## src/rtl/sd_dec_pkg.sv

```systemverilog
package sd_dec_pkg;

   // transfer digit code, shared between slices and the top port
   typedef enum logic [1:0] {
      XF_ZERO = 2'b00,
      XF_POS  = 2'b01,
      XF_NEG  = 2'b11
   } xfer_e;

endpackage

```

## src/rtl/sd_digit_slice.sv

```systemverilog
module sd_digit_slice
   import sd_dec_pkg::*;
#(
   parameter int DW    = 4,
   parameter int RADIX = 10,
   parameter int BOUND = 6
) (
   input  logic [DW-1:0] x_i,
   input  logic [DW-1:0] y_i,
   input  xfer_e         t_in,
   output xfer_e         t_out,
   output logic [DW-1:0] s_o,
   output logic          bad_o
);
   localparam int ZW = DW + 1;
   localparam logic signed [ZW-1:0] BND = ZW'(BOUND);
   localparam logic signed [ZW-1:0] RDX = ZW'(RADIX);
   localparam logic signed [DW-1:0] BD  = DW'(BOUND);

   logic signed [ZW-1:0] z;
   logic signed [ZW-1:0] w;
   logic signed [ZW-1:0] tin_ext;
   logic [1:0]           tin_bits;

   // position sum, one bit wider than a digit
   always_comb begin
      z = $signed({x_i[DW-1], x_i}) + $signed({y_i[DW-1], y_i});
   end

   // transfer decision uses only this position's operands
   always_comb begin
      if (z >= BND) begin
         t_out = XF_POS;
         w     = z - RDX;
      end else if (z <= -BND) begin
         t_out = XF_NEG;
         w     = z + RDX;
      end else begin
         t_out = XF_ZERO;
         w     = z;
      end
   end

   // incoming transfer folded in; no further propagation
   always_comb begin
      tin_bits = t_in;
      tin_ext  = {{(ZW-1){tin_bits[1]}}, tin_bits[0]};
      s_o      = DW'(w + tin_ext);
   end

   // legality of the operand digits
   always_comb begin
      bad_o = ($signed(x_i) > BD) || ($signed(x_i) < -BD) ||
              ($signed(y_i) > BD) || ($signed(y_i) < -BD);
   end

endmodule

```

## src/rtl/sd_digit_negate.sv

```systemverilog
module sd_digit_negate #(
   parameter int NDIG = 8,
   parameter int DW   = 4
) (
   input  logic                 en_i,
   input  logic [NDIG*DW-1:0]   d_i,
   output logic [NDIG*DW-1:0]   d_o
);
   for (genvar g = 0; g < NDIG; g++) begin : g_neg
      logic [DW-1:0] dig;
      assign dig = d_i[g*DW +: DW];
      assign d_o[g*DW +: DW] = en_i ? ((~dig) + DW'(1)) : dig;
   end
endmodule

```

## src/rtl/sd_sign_zero.sv

```systemverilog
module sd_sign_zero #(
   parameter int ND = 9,
   parameter int DW = 4
) (
   input  logic [ND*DW-1:0] d_i,
   output logic             neg_o,
   output logic             zero_o
);
   logic found;

   // scan from the most significant digit for the first non-zero one
   always_comb begin
      found = 1'b0;
      neg_o = 1'b0;
      for (int i = ND - 1; i >= 0; i--) begin
         if (!found && (d_i[i*DW +: DW] != '0)) begin
            found = 1'b1;
            neg_o = d_i[i*DW + DW - 1];
         end
      end
      zero_o = !found;
   end
endmodule

```

## src/rtl/sd_dec_adder.sv

```systemverilog
module sd_dec_adder
   import sd_dec_pkg::*;
#(
   parameter int NDIG    = 8,
   parameter int DW      = 4,
   parameter int RADIX   = 10,
   parameter int BOUND   = 6,
   parameter bit OUT_REG = 1'b1
) (
   input  logic                clk,
   input  logic                rst_n,
   input  logic                sub_i,
   input  logic [NDIG*DW-1:0]  a_i,
   input  logic [NDIG*DW-1:0]  b_i,
   output logic [NDIG*DW-1:0]  sum_o,
   output logic [1:0]          xfer_o,
   output logic                neg_o,
   output logic                zero_o,
   output logic                err_o
);
   localparam int VW = NDIG * DW;
   localparam int SZ = NDIG + 1;
   localparam logic signed [DW-1:0] BD = DW'(BOUND);

   // elaboration-time parameter checks
   if (NDIG < 1) begin : g_chk_ndig
      $error("sd_dec_adder: NDIG must be at least 1");
   end
   if ((RADIX % 2) != 0) begin : g_chk_even
      $error("sd_dec_adder: only even radices are supported");
   end
   if (BOUND < RADIX / 2 + 1) begin : g_chk_lo
      $error("sd_dec_adder: BOUND too small for carry-free addition");
   end
   if (BOUND > RADIX - 1) begin : g_chk_hi
      $error("sd_dec_adder: BOUND exceeds RADIX-1");
   end
   if (BOUND > (2 ** (DW - 1)) - 1) begin : g_chk_dw
      $error("sd_dec_adder: DW cannot hold +/-BOUND");
   end

   logic [VW-1:0]    b_eff;
   logic [VW-1:0]    sum_c;
   logic [NDIG-1:0]  bad_c;
   xfer_e            t_chain [0:NDIG];
   logic             neg_c;
   logic             zero_c;
   logic             err_c;
   logic [1:0]       xfer_bits;
   logic [SZ*DW-1:0] scan_vec;

   sd_digit_negate #(.NDIG(NDIG), .DW(DW)) u_neg (
      .en_i (sub_i),
      .d_i  (b_i),
      .d_o  (b_eff)
   );

   // nothing enters the least significant position
   assign t_chain[0] = XF_ZERO;

   for (genvar g = 0; g < NDIG; g++) begin : g_slice
      sd_digit_slice #(.DW(DW), .RADIX(RADIX), .BOUND(BOUND)) u_sl (
         .x_i   (a_i[g*DW +: DW]),
         .y_i   (b_eff[g*DW +: DW]),
         .t_in  (t_chain[g]),
         .t_out (t_chain[g+1]),
         .s_o   (sum_c[g*DW +: DW]),
         .bad_o (bad_c[g])
      );
   end

   assign err_c     = |bad_c;
   assign xfer_bits = t_chain[NDIG];
   assign scan_vec  = {{(DW-1){xfer_bits[1]}}, xfer_bits[0], sum_c};

   sd_sign_zero #(.ND(SZ), .DW(DW)) u_sz (
      .d_i    (scan_vec),
      .neg_o  (neg_c),
      .zero_o (zero_c)
   );

   if (OUT_REG) begin : g_reg
      always_ff @(posedge clk or negedge rst_n) begin
         if (!rst_n) begin
            sum_o  <= '0;
            xfer_o <= XF_ZERO;
            neg_o  <= 1'b0;
            zero_o <= 1'b1;
            err_o  <= 1'b0;
         end else begin
            sum_o  <= sum_c;
            xfer_o <= xfer_bits;
            neg_o  <= neg_c;
            zero_o <= zero_c;
            err_o  <= err_c;
         end
      end
   end else begin : g_comb
      assign sum_o  = sum_c;
      assign xfer_o = xfer_bits;
      assign neg_o  = neg_c;
      assign zero_o = zero_c;
      assign err_o  = err_c;
   end


   xfer_code_chk: assert property (@(posedge clk) disable iff (!rst_n)
      xfer_o != 2'b10);


   sign_zero_excl_chk: assert property (@(posedge clk) disable iff (!rst_n)
      !(neg_o && zero_o));


   neg_xfer_sign_chk: assert property (@(posedge clk) disable iff (!rst_n)
      (xfer_o == 2'b11) |-> neg_o);


   zero_means_clear_chk: assert property (@(posedge clk) disable iff (!rst_n)
      zero_o |-> ((sum_o == '0) && (xfer_o == 2'b00)));

   for (genvar g = 0; g < NDIG; g++) begin : g_rng

      digit_range_chk: assert property (@(posedge clk) disable iff (!rst_n)
         !err_o |-> (($signed(sum_o[g*DW +: DW]) <= BD) &&
                     ($signed(sum_o[g*DW +: DW]) >= -BD)));
   end

endmodule

```

## config.mk

```make
export PLATFORM = sky130hd
export DESIGN_NAME = sd_dec_adder
export DESIGN_NICKNAME = d
export VERILOG_FILES = /design/src/rtl/sd_dec_pkg.sv /design/src/rtl/sd_digit_slice.sv /design/src/rtl/sd_digit_negate.sv /design/src/rtl/sd_sign_zero.sv /design/src/rtl/sd_dec_adder.sv
export SDC_FILE = /design/constraint.sdc
export NUM_CORES = 1
export LEC_CHECK = 0
export ABC_AREA = 1
export BUFFER_PORTS_ARGS = -buffer_cell sky130_fd_sc_hd__buf_2
export CORE_MARGIN = 2
export CORE_UTILIZATION = 55
export DETAILED_ROUTE_END_ITERATION = 8
export GPL_ROUTABILITY_DRIVEN = 0
export PLACE_DENSITY_LB_ADDON = 0.05
export SKIP_LAST_GASP = 1
export SLEW_MARGIN = 20
export SYNTH_ARGS = -nofsm -noshare
export SYNTH_HDL_FRONTEND = slang
export SYNTH_SLANG_ARGS = --single-unit
export TNS_END_PERCENT = 20
```

## constraint.sdc

```tcl
create_clock -name clk -period 0.9 [get_ports clk]
set_clock_uncertainty 0.2 [all_clocks]
set_input_delay 0 -clock clk [delete_from_list [all_inputs] [get_ports clk]]
set_output_delay 0 -clock clk [all_outputs]
set_load 0.1 [all_outputs]
```

==> reports/results.env, run 1 <==
SYNTH.FF_LATCH_COUNT=37
SYNTH.YOSYS.WARNINGS=0
SYNTH_SEQUENTIAL_AREA_RATIO_PCT=18.4
DIE_W_UM=99.7
START_UTIL_PCT=57.2
SYN-NUM-NETS=861
DIE_H_UM=99.7
POST_SYNTH_MUX_AREA_SHARE_PCT=0.397
IO_PINS=104
PLACEMENTROWS=34
YOSYS.AREA_SHARE.XOR_XNOR_PCT=8.44
CLOCKROOTBUFFER='clkbuf_8'
TOOL.ERROR='[ERROR DPL-0038] Utilization greater than 100%, impossible to legalize'
YOSYS.AREA.TOP_TYPE='ha_1'
POST_CTS.RESIZED_INSTANCES=125
SYNTH_TOP_FAMILY_BY_AREA='simple AND/OR/NAND/NOR gates'
SYNTHESIS.AREA_SQ_MM=0.00504
CTSHOLDBUFFERS=1
DOMINANTREGCELLSYNTH='dfrtp_1'
DETAILEDPLACEMENTHPWL_UM=16700
POST_SYNTHESIS_COMPOUND_GATE_AREA_FRACTION_PCT=10.1
PORT-BUFFER-COUNT=103
PLACED_CELLS_INCL_TAPS=1089
HTREE_LEVELS=2
TRITONCTS.NUM_BUFFERS=5
FAILED_STAGE='clock tree synthesis (4_1_cts)'
RUN_STATUS='did not finish'
POSTCTSSETUPREPAIRBUFS=34
YOSYS.AREA_SHARE.SIMPLE_PCT=26.5
COUNT_OF_FLIP_FLOPS_WITH_A_BUILT_IN_ENABLE_AFTER_SYNTHESIS=0
SYNTH_CELL_TYPE_COUNT=47
YS_ASYNC_SR_FRACTION_PCT=100
YOSYS.AREA_SHARE.ADDER_PCT=25.5
SYNTH_TOP_AREA_SHARE_PCT=20.4
SYN_INST=699
CLOCK_PATH_BUFFERS=2
SYNTH.AVG_CELL_AREA_SQ_UM=7.21
SYNTH_TOP_CELLS_BY_AREA='ha_1 (20%), dfrtp_1 (18%), nand2_1 (10%), inv_1 (10%), nand3_1 (5.5%)'
CTS_NUM_SINKS=37
==> synthesized netlist by cell type (all sizes together) (4+ instances only) <==
library cell and instances:
nand2 150, nand3b 5, nand3 59, o31ai 8
o21ai 23, xor2 25, or2 7, nand4 8
nor3 12, a21o 4, nor4 4, xnor2 21
inv 138, ha 82, o22ai 8, nor2 47
dfrtp 36, fa 13, a21oi 26
==> logic make-up after synthesis <==
logic type / Yosys count
AO/OA/AOI/OAI: 83
XOR/XNOR: 46
adder cells (fa/ha/maj): 95
buffers and inverters: 142
flip-flops: 37
multiplexers: 2
AND/OR/NAND/NOR: 294
==> stage by stage <==
step                setup WS, ns  instance area [sq um]
floorplan                  -2.86                   5570
global placement           -3.22                   8150
detailed placement         -3.64                   8150
==> run 2, diff against run 1 <==
--- a/config.mk
+++ b/config.mk
@@ -8,10 +8,10 @@
 export ABC_AREA = 1
 export BUFFER_PORTS_ARGS = -buffer_cell sky130_fd_sc_hd__buf_2
 export CORE_MARGIN = 2
-export CORE_UTILIZATION = 55
+export CORE_UTILIZATION = 40
 export DETAILED_ROUTE_END_ITERATION = 8
 export GPL_ROUTABILITY_DRIVEN = 0
-export PLACE_DENSITY_LB_ADDON = 0.05
+export PLACE_DENSITY_LB_ADDON = 0.15
 export SKIP_LAST_GASP = 1
 export SLEW_MARGIN = 20
 export SYNTH_ARGS = -nofsm -noshare
==> run 2 against run 1 <==
Net effect:
- the flow now finishes, with violations (hold timing, setup timing)
- area after synthesis unchanged
- synthesized cell count unchanged
==> reports/results.env, run 2 <==
RUN_STATUS='complete, but fails checks'  # was did not finish
FAILED_CHECKS='hold timing, setup timing'
DETAIL_ROUTE.ITER0.VIOLATIONS=702
YOSYS.AREA.TOP_TYPE='ha_1'  # unchanged
REGMOSTFLOPS='sum_o'
TRITONCTS.NUM_BUFFERS=5  # unchanged
ROUTE.FINAL.WIRE_LENGTH_UM=28900
CRITICAL_PATH.STARTPOINT_TYPE='primary input'
SYNTH_COMMONEST_CELLS='nand2_1 (137), inv_1 (134), ha_1 (82)'  # unchanged
SYNTH.FF_LATCH_COUNT=37  # unchanged
WIRE_PER_INST_UM=22.6
ENDPOINT='neg_o'
SYN-NUM-NETS=861  # unchanged
SYN2LAYOUT_AREA_GROWTH_PCT=115
DR.PASS1.ITERS=5
WORSTPATHREQUIRED_NS=0.91
GRT_PASS1_VIAS=6775
PLACEMENTROWS=40  # was 34
TRITONCTS_CLOCK_TREE='built'
HOLDCRITPATHCLASS='in -> reg'
WORST_SLEW_PIN_SLEW_NS=0.655
DOMINANTREGCELLSYNTH='dfrtp_1'  # unchanged
GRT_UTIL_ALL_LAYERS_PCT=28.6
HOLD_SLACK_NS=-0.0575
SLEW-LIMIT-HEADROOM_PCT=56.3
CRIT_PATH_END_KIND='register'
HTREE_LEVELS=2  # unchanged
SYNTH.YOSYS.WARNINGS=0  # unchanged
LAYOUT.CORE_UTILIZATION_PCT=89.2
FIN_TOTAL_PWR_mW=37.6
CORE_REGION_AREA_SQ_MM=0.0122
FINAL_PERIOD_MINUS_WORST_SETUP_SLACK_NS=4.21
DETAIL-ROUTE-ANTENNA-NETS=0
COUNT_OF_FLIP_FLOPS_WITH_A_BUILT_IN_ENABLE_AFTER_SYNTHESIS=0  # unchanged
FINAL-MAX-SLEW-VIOLATION-COUNT=0
MAXCLOCKFREQUENCY_GHz=0.237
CTSHOLDBUFFERS=1  # unchanged
SYNTH_CELL_TYPE_COUNT=47  # unchanged
IO_PINS=104  # unchanged
SYNTH_MOST_COMMON_CELL='nand2_1'  # unchanged
WORST_SETUP_HOLD_PATH_CLK_SLEW_NS=0.07
CLOCKROOTBUFFER='clkbuf_16'  # was clkbuf_8
TIMING.SETUP.TNS_NS=-79.28
DR_TOTAL_VIAS=7470
YS_ASYNC_SR_FRACTION_PCT=100  # unchanged
FINAL_CELL_MIX='buf_4 (256), inv_1 (76), nand2_1 (69)'
CELLPOWERDENSITY_mW_PER_MM2=3470
DIE_W_UM=116  # was 99.7 um
SETUP.WORST_PATH.START='sub_i'
DIE_H_UM=116  # was 99.7 um
CAP_VIOL_MAX_COUNT=0
FINAL_COMMON_CELL='buf_4'
PORT-BUFFER-COUNT=103  # unchanged
CTS_NUM_SINKS=37  # unchanged
GRT_MAX_DEGREE=38
ANTENNA_FOUND_INITIAL=0
GRT_PASS1_WL_UM=30600
SYN_INST=699  # unchanged
GRT_SETUP_UNREPAIRED='yes'
FINISH.NET_COUNT=1271
TIMING.FINAL.SETUP_VIOLATIONS=73
SYNTHESIS.AREA_SQ_MM=0.00504  # unchanged
TIMING_HOLD_VIOLATIONS_FINAL=1
PERIOD_UTILIZATION_PCT=468
DESIGN.DIE.AREA_SQ_MM=0.0135
DETAILEDPLACEMENTHPWL_UM=13000  # was 16700 um
LARGEST_REGISTER_FF_COUNT=32
REMAINING_DRC_ERRORS=0
TIMING.SETUP.CRITICAL_PATH_CLASS='in -> reg'
SYNTH_TOP_AREA_SHARE_PCT=20.4  # unchanged
SYNTH_SEQUENTIAL_AREA_RATIO_PCT=18.4  # unchanged
GRT-OVFL-TOTAL=0
POWER.LEAKAGE_nW=5.35
WORST_IR_DROP_VDD_mV=1.52
CRITICAL_PATH_PEAK_FANOUT=6
START_UTIL_PCT=41.4  # was 57.2%
CLOCK_PATH_BUFFERS=2  # unchanged
SYNTH_TOP_CELLS_BY_AREA='ha_1 (20%), dfrtp_1 (18%), nand2_1 (10%), inv_1 (10%), nand3_1 (5.5%)'  # unchanged
SYNTH.AVG_CELL_AREA_SQ_UM=7.21  # unchanged
SETUP_SLACK_NS=-3.31
ROUTED_VIA_DENSITY=5.85
CP.ARRIVAL_NS=4.23
POST_ROUTE_CELLS_DRIVE_ABOVE_1_SHARE_PCT=66.7
TOP_REGS='sum_o (32), xfer_o (2)'
ANTENNADIODECOUNT=0
run 2: logic make-up (layout without fill, tap and decap cells):
| family | Yosys count | in the layout | synth area share (%) |
|---|---|---|---|
| AOI/OAI and AO/OA | 83 | 83 | 10.1 |
| buffers and inverters | 142 | 553 | 10.6 |
| xor gates and xnor gates | 46 | 46 | 8.44 |
| DFF | 37 | 37 | 18.4 |
| muxes | 2 | 2 | 0.397 |
| and+or+nand+nor | 294 | 294 | 26.5 |
| adders and majority gates | 95 | 95 | 25.5 |
run 2: final cells by class:
| cell class | instances | area (sq um) |
|---|---|---|
| well taps | 168 | 210 |
| multi-input cells | 520 | 5310 |
| flip-flops and latches | 37 | 927 |
| clock buffers | 6 | 129 |
| fillers | 412 | 1310 |
| inverters | 139 | 599 |
| clock inverters | 2 | 10.0 |
| repair buffers | 406 | 3660 |
run 2: how the worst min path moves through the flow:
stage,start,end,slack (ns),depth (start not counted)
CTS,a_i[0],sum_o[0],-0.08,3
detailed placement,rst_n,sum_o[5],-0.22,2
global placement,rst_n,sum_o[5],-0.22,2
floorplan,rst_n,err_o,-0.50,0
global route,a_i[0],sum_o[0],-0.04,3
finish,a_i[0],sum_o[0],-0.06,3
run 2: per-layer routing:
layer,track usage (%),share of wire (%)
met1,31.8,34
met2,52.8,47
met3,3.89,8.4
met4,15.2,10
met5,0,0
run 2: critical path, cell delays in order:
cell and delay (ns):
buf_12 0.11, buf_8 0.12, buf_8 0.13, buf_12 0.12, o21ai_4 0.18, inv_2 0.10
fa_2 0.37, or2_4 0.27, nand2_4 0.12, inv_4 0.06, ha_4 0.17, o21ai_4 0.17
nand2_4 0.08, xor2_2 0.19, ha_1 0.31, a21o_1 0.20, a21oi_2 0.17, xor2_1 0.21
inv_1 0.09, or2_1 0.27, nand3_2 0.10, nand2_2 0.06, nor2_2 0.19, nand4_2 0.15
nand2_1 0.11, nor2_1 0.06, nor2_1 0.11
run 2: what timing repair did:
item                                   CTS  global route
setup endpoints to repair               73            73
cloned                                   1             0
endpoints found under the hold margin   38             1
buffers inserted                        75            56
gates resized for setup                160           186
pin swaps                              128           126
run 2: power by group:
group / switching (mW) / total, mW / internal, mW
Clock: 0.753 / 1.77 / 1.02
Sequential: 0.673 / 3.19 / 2.52
Combinational: 17.8 / 32.6 / 14.8
Total: 19.3 / 37.6 / 18.3
run 2: metrics by stage:
step                setup slack [ns]  hold slack, ns  cells  instance area, sq um
CTS                            -2.92         -0.0764   1233                  9650
floorplan                      -2.86          -0.496    699                  5570
global placement               -3.28          -0.220   1150                  8210
global route                   -3.49         -0.0416   1278                 10800
detailed placement             -3.43          -0.220   1150                  8210
finish                         -3.31         -0.0575   1278                 10800
(Power assumes the default switching activity.)
==> run 3, diff against run 2 <==
==> constraint.sdc (replaced) <==
create_clock -name clk -period 3.6 [get_ports clk]
set_clock_uncertainty 0.2 [all_clocks]
set_input_delay 0 -clock clk [delete_from_list [all_inputs] [get_ports clk]]
set_output_delay 0 -clock clk [all_outputs]
set_load 0.1 [all_outputs]
==> run 3 against run 2 <==
Net effect:
- largest power group unchanged
- the run ends with setup timing left
- sequential share of layout area rose by 3.2 points
- utilization fell by 24 points
- worst setup slack improved by 3.1 ns
- global-route usage fell by 4.0 points
==> reports/results.env, run 3 (synthesis results as in run 2) <==
CLOCKROOTBUFFER='clkbuf_16'  # unchanged
CRITICAL_PATH.STARTPOINT_TYPE='primary input'  # unchanged
POWER.LEAKAGE_nW=4.36  # was 5.35 nW
CRITICAL_PATH_BUF_INV_COUNT=8  # was 7
CLOCK_PATH_BUFFERS=2  # unchanged
CTS_NUM_SINKS=37  # unchanged
CRIT_PATH_END_KIND='register'  # unchanged
WORST_SLEW_PIN_SLEW_NS=0.947  # was 0.655 ns
CORE_REGION_AREA_SQ_MM=0.0122  # unchanged
SYN2LAYOUT_AREA_GROWTH_PCT=56.3  # was 115%
GRT_PASS1_WL_UM=26000  # was 30600 um
CP.ARRIVAL_NS=3.87  # was 4.23 ns
START_UTIL_PCT=41.4  # unchanged
PERIOD_UTILIZATION_PCT=107
SETUP_SLACK_NS=-0.254  # was -3.31 ns
GRT_MAX_DEGREE=38  # unchanged
TIMING_HOLD_VIOLATIONS_FINAL=0  # was 1
PLACEMENTROWS=40  # unchanged
WORST_SETUP_HOLD_PATH_CLK_SLEW_NS=0.06  # was 0.07 ns
IO_PINS=104  # unchanged
PLACED_AREA_SQ_MM=0.00719  # was 0.00821 sq mm
CELLPOWERDENSITY_mW_PER_MM2=817  # was 3470 mW/mm^2
GRT_PASS1_VIAS=5910  # was 6775
LAYOUT.CORE_UTILIZATION_PCT=64.8  # was 89.2%
POWER.SHARE.COMBINATIONAL_PCT=81.2  # was 86.8%
CELLINTERNALPOWER_mW=2.87  # was 18.3 mW
LARGEST_REGISTER_FF_COUNT=32  # unchanged
PORT-BUFFER-COUNT=103  # unchanged
ROUTED_VIA_DENSITY=4.79  # was 5.85
POST_ROUTE_CELLS_DRIVE_ABOVE_1_SHARE_PCT=42.4  # was 66.7%
GRT_SETUP_UNREPAIRED='yes'  # unchanged
POWER.SHARE.SEQUENTIAL_PCT=10.7  # was 8.5%
WIRE_PER_INST_UM=13.7  # was 22.6 um
DIE_H_UM=116  # unchanged
HOLDCRITPATHCLASS='in -> reg'  # unchanged
WORST_IR_DROP_VDD_mV=0.741  # was 1.52 mV
DETAIL_ROUTE.ITER0.VIOLATIONS=216  # was 702
CP_TOP_FAMILY='simple AND/OR/NAND/NOR gates'  # unchanged
FIN_TOTAL_PWR_mW=6.43  # was 37.6 mW
REMAINING_DRC_ERRORS=0  # unchanged
TIMING.SETUP.TNS_NS=-0.460  # was -79.28 ns
P_SW_SHARE_PCT=55.3  # was 51.2%
ANTENNADIODECOUNT=0  # unchanged
FINAL-MAX-SLEW-VIOLATION-COUNT=0  # unchanged
DESIGN.DIE.AREA_SQ_MM=0.0135  # unchanged
REGMOSTFLOPS='sum_o'  # unchanged
FINISH.NET_COUNT=1167  # was 1271
CAP_VIOL_MAX_COUNT=0  # unchanged
DETAIL-ROUTE-ANTENNA-NETS=0  # unchanged
ROUTE.FINAL.WIRE_LENGTH_UM=16100  # was 28900 um
FAILED_CHECKS='setup timing'  # was hold timing, setup timing
MAXCLOCKFREQUENCY_GHz=0.259
FINISH.INSTANCE_AREA_SQ_MM=0.00788  # was 0.0108 sq mm
DIE_W_UM=116  # unchanged
TRITONCTS.NUM_BUFFERS=5  # unchanged
TRITONCTS_CLOCK_TREE='built'  # unchanged
TIMING.FINAL.SETUP_VIOLATIONS=2  # was 73
MOST_FREQUENT_CELL_ON_CRITICAL_PATH='buf_4'
RUN_STATUS='complete, but fails checks'  # unchanged
LAYOUT.FILLER_CELLS=1027  # was 412
TOTAL_SWITCHING_POWER_mW=3.56  # was 19.3 mW
HOLD_SLACK_NS=0.0225  # was -0.0575 ns
CRITICAL_PATH_PEAK_FANOUT=7  # was 6
SHARE_CLK_OF_TOTAL_POWER_PCT=8.1  # was 4.7%
FINAL_COMMON_CELL='buf_4'  # unchanged
FINAL_PERIOD_MINUS_WORST_SETUP_SLACK_NS=3.85
DR_TOTAL_VIAS=5627  # was 7470
SLEW-LIMIT-HEADROOM_PCT=36.8  # was 56.3%
GRT_UTIL_ALL_LAYERS_PCT=24.6  # was 28.6%
DETAILEDPLACEMENTHPWL_UM=13200  # was 13000 um
POST-PLACE-WS_NS=-0.739  # was -3.43 ns
GRT-OVFL-TOTAL=0  # unchanged
DR.PASS1.ITERS=4  # was 5
TOP_REGS='sum_o (32), xfer_o (2)'  # unchanged
PLACED_CELLS_INCL_TAPS=1137  # was 1150
ANTENNA_FOUND_INITIAL=0  # unchanged
HTREE_LEVELS=2  # unchanged
CELL_TYPE_OF_THE_SLOWEST_STAGE_ON_THE_WORST_TIMING_PATH='fa_2'  # unchanged
FINAL_CELLS=1174  # was 1278
FINAL_CELL_MIX='buf_4 (195), inv_1 (124), nand2_1 (118)'  # was buf_4 (256), inv_1 (76), nand2_1 (69)
WORSTPATHREQUIRED_NS=3.62  # was 0.91 ns
TIMING.SETUP.CRITICAL_PATH_CLASS='in -> reg'  # unchanged
CPPEAKSTAGEDELAY_NS=0.37  # about the same
[run 3: metal layers]
layer / vias up / wire [um] / global-route usage (%) / part of all wire [%]
li1: 2885 / - / - / -
met1: 2581 / 6910 / 28.1 / 43
met2: 125 / 8060 / 46.2 / 50
met3: 36 / 672 / 3.74 / 4.2
met4: 0 / 494 / 8.89 / 3.1
met5: - / 0 / 0 / 0
[run 3: power by group through the flow]
stage	combinational, mW	sequential (mW)	clock [mW]
after floorplan	1.78	2.11	0
after global routing	5.63	0.707	0.547
after CTS	5.14	0.690	0.530
after detailed placement	4.84	0.692	0
final	5.22	0.688	0.519
after global placement	4.74	0.696	0
[run 3: repair_timing]
action | in CTS | in global routing
endpoints found under the hold margin | 37 | 0
resized for setup | 57 | 16
endpoints found under the setup margin | 3 | 5
buffers inserted | 25 | 2
pin swaps | 56 | 13
hold buffers | 2 | 0
[run 3: worst paths after layout]
kind	startpoint	to	slack, ns	cells after the start
max	sub_i	neg_o	-0.25	30
min	a_i[24]	sum_o[24]	0.02	3
max in group asynchronous	rst_n	sum_o[15]	2.40	2
min in group asynchronous	rst_n	sum_o[12]	0.21	2
[run 3: cell type report]
| class | count | area [sq um] | share of cell area [%] |
|---|---|---|---|
| clock buffer | 6 | 129 | 1.64 |
| clock inverter | 2 | 38.8 | 0.492 |
| inverter | 139 | 524 | 6.66 |
| multi-input combinational | 520 | 4000 | 50.7 |
| sequential | 37 | 927 | 11.8 |
| tap | 168 | 210 | 2.67 |
| timing repair buffer | 302 | 2050 | 26.1 |
